$ cat config.mk
export PLATFORM = sky130hd
export DESIGN_NAME = stall_unit
export DESIGN_NICKNAME = d
export VERILOG_FILES = /design/src/rtl/stall_pkg.sv /design/src/rtl/stall_use_match.sv /design/src/rtl/stall_use_cost.sv /design/src/rtl/stall_countdown.sv /design/src/rtl/stall_unit.sv
export SDC_FILE = /design/constraint.sdc
export NUM_CORES = 1
export LEC_CHECK = 0
export ABC_AREA = 1
export BUFFER_PORTS_ARGS = -buffer_cell sky130_fd_sc_hd__buf_2
export CAP_MARGIN = 20
export CORE_MARGIN = 4
export CORE_UTILIZATION = 40
export CTS_CLUSTER_DIAMETER = 60
export CTS_CLUSTER_SIZE = 10
export DETAILED_ROUTE_END_ITERATION = 10
export GPL_ROUTABILITY_DRIVEN = 0
export PLACE_DENSITY = 0.71
export SYNTH_ARGS = -nofsm -noshare
export SYNTH_HDL_FRONTEND = slang
export SYNTH_SLANG_ARGS = --single-unit
export TNS_END_PERCENT = 1
$ cat constraint.sdc
create_clock -name clk -period 3.3 [get_ports clk]
set_clock_uncertainty 0.2 [all_clocks]
set_input_delay 0.33 -clock clk [delete_from_list [all_inputs] [get_ports clk]]
set_output_delay 0.33 -clock clk [all_outputs]
set_load 0.02 [all_outputs]
$ cat src/rtl/stall_pkg.sv
package stall_pkg;

    typedef enum logic [1:0] {
        USE_BASE  = 2'd0,
        USE_INDEX = 2'd1,
        USE_DATA  = 2'd2
    } use_kind_e;

    typedef enum logic [1:0] {
        SCALE_X1   = 2'b00,
        SCALE_X2   = 2'b01,
        SCALE_X4   = 2'b10,
        SCALE_RSVD = 2'b11
    } scale_e;

    localparam int NUM_USES = 3;

    function automatic use_kind_e kind_of(input int slot);
        case (slot)
            0:       return USE_BASE;
            1:       return USE_INDEX;
            default: return USE_DATA;
        endcase
    endfunction

endpackage

$ cat src/rtl/stall_use_match.sv
module stall_use_match #(
    parameter int REG_W = 4
) (
    input  logic [REG_W-1:0] use_reg_i,
    input  logic             use_vld_i,
    input  logic [REG_W-1:0] dst_i,
    input  logic             dst_wr_i,
    input  logic             dst_fast_i,
    output logic             hit_o
);

    always_comb begin
        hit_o = 1'b0;
        if (use_vld_i && dst_wr_i && !dst_fast_i) begin
            hit_o = (use_reg_i == dst_i);
        end
    end

endmodule

$ cat src/rtl/stall_use_cost.sv
module stall_use_cost
    import stall_pkg::*;
#(
    parameter int CNT_W        = 3,
    parameter int BASE_STALL   = 2,
    parameter int SCALED_STALL = 3,
    parameter int MUL_STALL    = 3
) (
    input  use_kind_e        kind_i,
    input  logic [1:0]       scale_i,
    input  logic             hit_i,
    input  logic             mul_i,
    output logic [CNT_W-1:0] cost_o
);

    localparam logic [CNT_W-1:0] COST_BASE   = CNT_W'(BASE_STALL);
    localparam logic [CNT_W-1:0] COST_SCALED = CNT_W'(SCALED_STALL);
    localparam logic [CNT_W-1:0] COST_MUL    = CNT_W'(MUL_STALL);

    always_comb begin
        cost_o = '0;
        if (hit_i) begin
            if (mul_i) begin
                cost_o = COST_MUL;
            end else begin
                case (kind_i)
                    USE_BASE:  cost_o = COST_BASE;
                    USE_INDEX: cost_o = (scale_i == SCALE_X1) ? COST_BASE : COST_SCALED;
                    default:   cost_o = '0;
                endcase
            end
        end
    end

endmodule

$ cat src/rtl/stall_countdown.sv
module stall_countdown #(
    parameter int CNT_W = 3
) (
    input  logic             clk,
    input  logic             rst,
    input  logic             load_i,
    input  logic [CNT_W-1:0] load_val_i,
    output logic             hold_o,
    output logic [CNT_W-1:0] cnt_o
);

    typedef struct packed {
        logic [CNT_W-1:0] cnt;
    } cd_state_t;

    cd_state_t st_d, st_q;

    always_comb begin
        st_d = st_q;
        if (load_i) begin
            st_d.cnt = load_val_i;
        end else if (st_q.cnt != '0) begin
            st_d.cnt = st_q.cnt - 1'b1;
        end
    end

    always_ff @(posedge clk) begin
        if (rst) begin
            st_q <= '0;
        end else begin
            st_q <= st_d;
        end
    end

    assign hold_o = (st_q.cnt != '0);
    assign cnt_o  = st_q.cnt;

endmodule

$ cat src/rtl/stall_unit.sv
module stall_unit
    import stall_pkg::*;
#(
    parameter int REG_W        = 4,
    parameter int BASE_STALL   = 2,
    parameter int SCALED_STALL = 3,
    parameter int MUL_STALL    = 3,
    parameter int CNT_W        = 3
) (
    input  logic             clk,
    input  logic             rst,
    input  logic             valid_i,
    input  logic [REG_W-1:0] prev_dst_i,
    input  logic             prev_wr_i,
    input  logic             prev_mul_i,
    input  logic             prev_fast_i,
    input  logic [REG_W-1:0] cur_base_i,
    input  logic             cur_base_vld_i,
    input  logic [REG_W-1:0] cur_idx_i,
    input  logic             cur_idx_vld_i,
    input  logic [1:0]       cur_scale_i,
    input  logic [REG_W-1:0] cur_data_i,
    input  logic             cur_data_vld_i,
    output logic [CNT_W-1:0] stall_o,
    output logic             hold_o
);

    logic [REG_W-1:0] use_reg [NUM_USES];
    logic             use_vld [NUM_USES];
    logic             use_hit [NUM_USES];
    logic [CNT_W-1:0] use_cost[NUM_USES];
    logic [CNT_W-1:0] worst_d;
    logic             accept;
    logic [CNT_W-1:0] cnt_w;

    assign use_reg[0] = cur_base_i;
    assign use_vld[0] = cur_base_vld_i;
    assign use_reg[1] = cur_idx_i;
    assign use_vld[1] = cur_idx_vld_i;
    assign use_reg[2] = cur_data_i;
    assign use_vld[2] = cur_data_vld_i;

    for (genvar g = 0; g < NUM_USES; g++) begin : g_use
        stall_use_match #(
            .REG_W (REG_W)
        ) u_match (
            .use_reg_i  (use_reg[g]),
            .use_vld_i  (use_vld[g]),
            .dst_i      (prev_dst_i),
            .dst_wr_i   (prev_wr_i),
            .dst_fast_i (prev_fast_i),
            .hit_o      (use_hit[g])
        );

        stall_use_cost #(
            .CNT_W        (CNT_W),
            .BASE_STALL   (BASE_STALL),
            .SCALED_STALL (SCALED_STALL),
            .MUL_STALL    (MUL_STALL)
        ) u_cost (
            .kind_i  (kind_of(g)),
            .scale_i (cur_scale_i),
            .hit_i   (use_hit[g]),
            .mul_i   (prev_mul_i),
            .cost_o  (use_cost[g])
        );
    end

    always_comb begin
        worst_d = '0;
        for (int i = 0; i < NUM_USES; i++) begin
            if (use_cost[i] > worst_d) begin
                worst_d = use_cost[i];
            end
        end
    end

    assign accept = valid_i && !hold_o;

    stall_countdown #(
        .CNT_W (CNT_W)
    ) u_count (
        .clk        (clk),
        .rst        (rst),
        .load_i     (accept),
        .load_val_i (worst_d),
        .hold_o     (hold_o),
        .cnt_o      (cnt_w)
    );

    assign stall_o = worst_d;

endmodule

==> results.cfg <==
[cts]
cts_made_buffers = 3
clockBufferDepth = 2
cts_tree = built
root_buffer = clkbuf_4
clock_latency_ns = 0.22
cts.sinks = 3
clk_pin_slew_worst_paths_ns = 0.03
h-tree-depth = 1
holdBufCountCts = 0

[critical_path]
rrSetupSlack_ns = 1.65
crit_fanout = 4
r2r-start = u_count.cnt_o[0]
r2r-end = u_count.cnt_o[0]
reg2reg_depth = 8
path_cells = buf_2 -> xnor2_1 -> nand3_2 -> nor2_4 -> inv_1 -> ha_1 -> nor2_2 -> nand4_1 -> nand2_2 -> nand2_2 -> ha_1 -> nand2_1 -> o21a_1 -> inv_1 -> nand3_2 -> and2_4 -> buf_6
crit_buf_inv = 4
critPathArrivalTime_ns = 2.60
crit_start = prev_dst_i[2]
cp-start-kind = primary input
path_depth = 17
worst_setup_path_end_kind = primary output
required_ns = 2.77
critPathSlowestCell = ha_1
path_class = in -> out
critPathTopFamily = simple AND/OR/NAND/NOR gates
slowest_delay_ns = 0.28
cp-endpoint = stall_o[0]

[synthesis]
yosys.area_share.simple_pct = 43.80
yosys_warnings = 0
yosys.area.top_type = nand2_1
synth_edf_count = 0
ys_seq_elements = 3
synth_cells = 107
synth_flop_cell = dfxtp_1
synthTopCellsByCount = nand2_1 (27), inv_1 (26), nor2_1 (7)
synth-seq-area-share_pct = 9.600
synth_compound_area_share_pct = 11.20
syn_avg_cell_area_um2 = 5.847
synth.area.top_cells = nand2_1 (16%), inv_1 (16%), ha_1 (12%)
syn_area_um2 = 625.6
synth.net_count = 140
synthMuxAreaShare_pct = 0
synthArstFlopShare_pct = 0
synthDistinctLibCells = 25
synth_adder_area_share_pct = 12.00
post-synth-top-count-cell = nand2_1
synth_xor_area_share_pct = 4.200
synth_top_area_share_pct = 16.20
synth_top_family_by_area = simple AND/OR/NAND/NOR gates

[final_layout]
seqCellArea_um2 = 60.06
drive_above_1_share_pct = 40.14
final_nets = 176
largest_register_ffs = 3
n_fill_cell = 173
fin_cells = 158
syn2layout_area_growth_pct = 37.80
n_antenna_cell = 0
multi_input_area_um2 = 467.9

[drt]
drtIter0Drc = 5
postRouteAntennaNets = 0
vias = 704
detail_route.first_pass.iterations = 3
drc = 0
wl_per_cell_um = 9.190
drt_wl_total_mm = 1.452
vias_per_cell = 4.456

[pwr]
power.total_mw = 0.2963
powerDensity_nw_per_um2 = 343.7
p_leak_nw = 0.5052
irDropWorstVdd_v = 0.0001804

[run]
drv_cap = 0

[timing]
finalSetupTns_ns = 0
hold_violations = 0
min_period_over_period_pct = 94.71
slew_violations = 0
fmax_mhz = 320.0
fin_crit_ns = 3.125
setup_viol = 0

[floorplan]
core.rowCount = 14
start_util_pct = 42.02
die-area_um2 = 2261
io_pins = 31
core_um2 = 1489
fp.dieW_um = 47.55
die_h_um = 47.55

[global_route]
gr-total-overflow = 0
track_usage_pct = 12.75
grt_first_pass_wirelength_mm = 2.159
grt_max_degree = 5
grt_pass1_vias = 616
antenna_found_initial = 0

[placement]
dp_hpwl_mm = 1.298
io_buffers = 29
place_inst = 151

[outcome]
status = complete, no violations

[hold_path]
min_path_type = in -> reg
power breakdown:
group	total [mW]	switching [mW]	leakage, nW	internal [mW]
clock network	0.0603	0.0152	0.0150	0.0450
logic	0.179	0.101	0.465	0.0786
registers	0.0566	0.00600	0.0249	0.0506
worst register-to-register path: stages (launching register included):
cell	delay, ns
dfxtp_1	0.31
inv_1	0.06
ha_1	0.14
ha_1	0.20
inv_1	0.08
or2_2	0.30
nand2_1	0.07
o21ai_0	0.10
a21oi_2	0.13
kinds of logic after synthesis:
kind of cell / count (synthesis)
xor gates and xnor gates: 3
other: 1
DFF: 3
adders and majority gates: 6
buffers and inverters: 30
AOI/OAI and AO/OA: 9
and+or+nand+nor: 55
layout by cell type, fill, tap and decap left out, types with 4 or more instances in the layout:
master   instances
buf_2           26
buf_4            5
ha_1             6
inv_1           26
nand2_1         25
nand3_2          4
nor2_1           6
nor2_2           4
o22ai_1          4
worst min path at each step:
stage / from / slack [ns] / end / depth (start not counted)
6_report: rst / 0.09 / u_count.cnt_o[0] / 2
5_1_grt: rst / 0.09 / u_count.cnt_o[0] / 2
4_1_cts: rst / 0.08 / u_count.cnt_o[0] / 2
3_5_place_dp: rst / 0.32 / u_count.cnt_o[0] / 2
3_3_place_gp: rst / 0.32 / u_count.cnt_o[0] / 2
2_1_floorplan: rst / 0.19 / u_count.cnt_o[0] / 1
stage by stage:
step / instance area (um2) / util, % / hold slack [ns] / setup slack (ns)
floorplan: 625.6 / - / 0.1924 / 0.4666
global placement: 783.3 / 52.61 / 0.3193 / 0.1434
detailed placement: 783.3 / 52.61 / 0.3230 / 0.09389
CTS: 809.5 / 54.37 / 0.08306 / 0.09276
global route: 862.1 / 57.90 / 0.08702 / -0.04039
finish: 862.1 / 57.90 / 0.08702 / 0.1746
metal layers:
layer	share of wire, %	track usage [%]	vias up
li1	-	-	391
met1	40	13.94	294
met2	55	26.47	19
met3	5.2	1.128	0
met4	0	1.613	0
met5	0	0	-
cell type report:
class | count | share of cell area, %
Clock buffer | 4 | 3.048
Inverter | 29 | 12.63
Multi-Input combinational cell | 74 | 54.28
Sequential cell | 3 | 6.967
Tap cell | 16 | 2.322
Timing Repair Buffer | 32 | 20.75
what timing repair did:
action | 4_1_cts | 5_1_grt
endpoints found under the setup margin | 0 | 1
endpoints found under the hold margin | 0 | 0
gates resized for setup | 0 | 10
buffers inserted | 0 | 3
(Power assumes the default switching activity.)
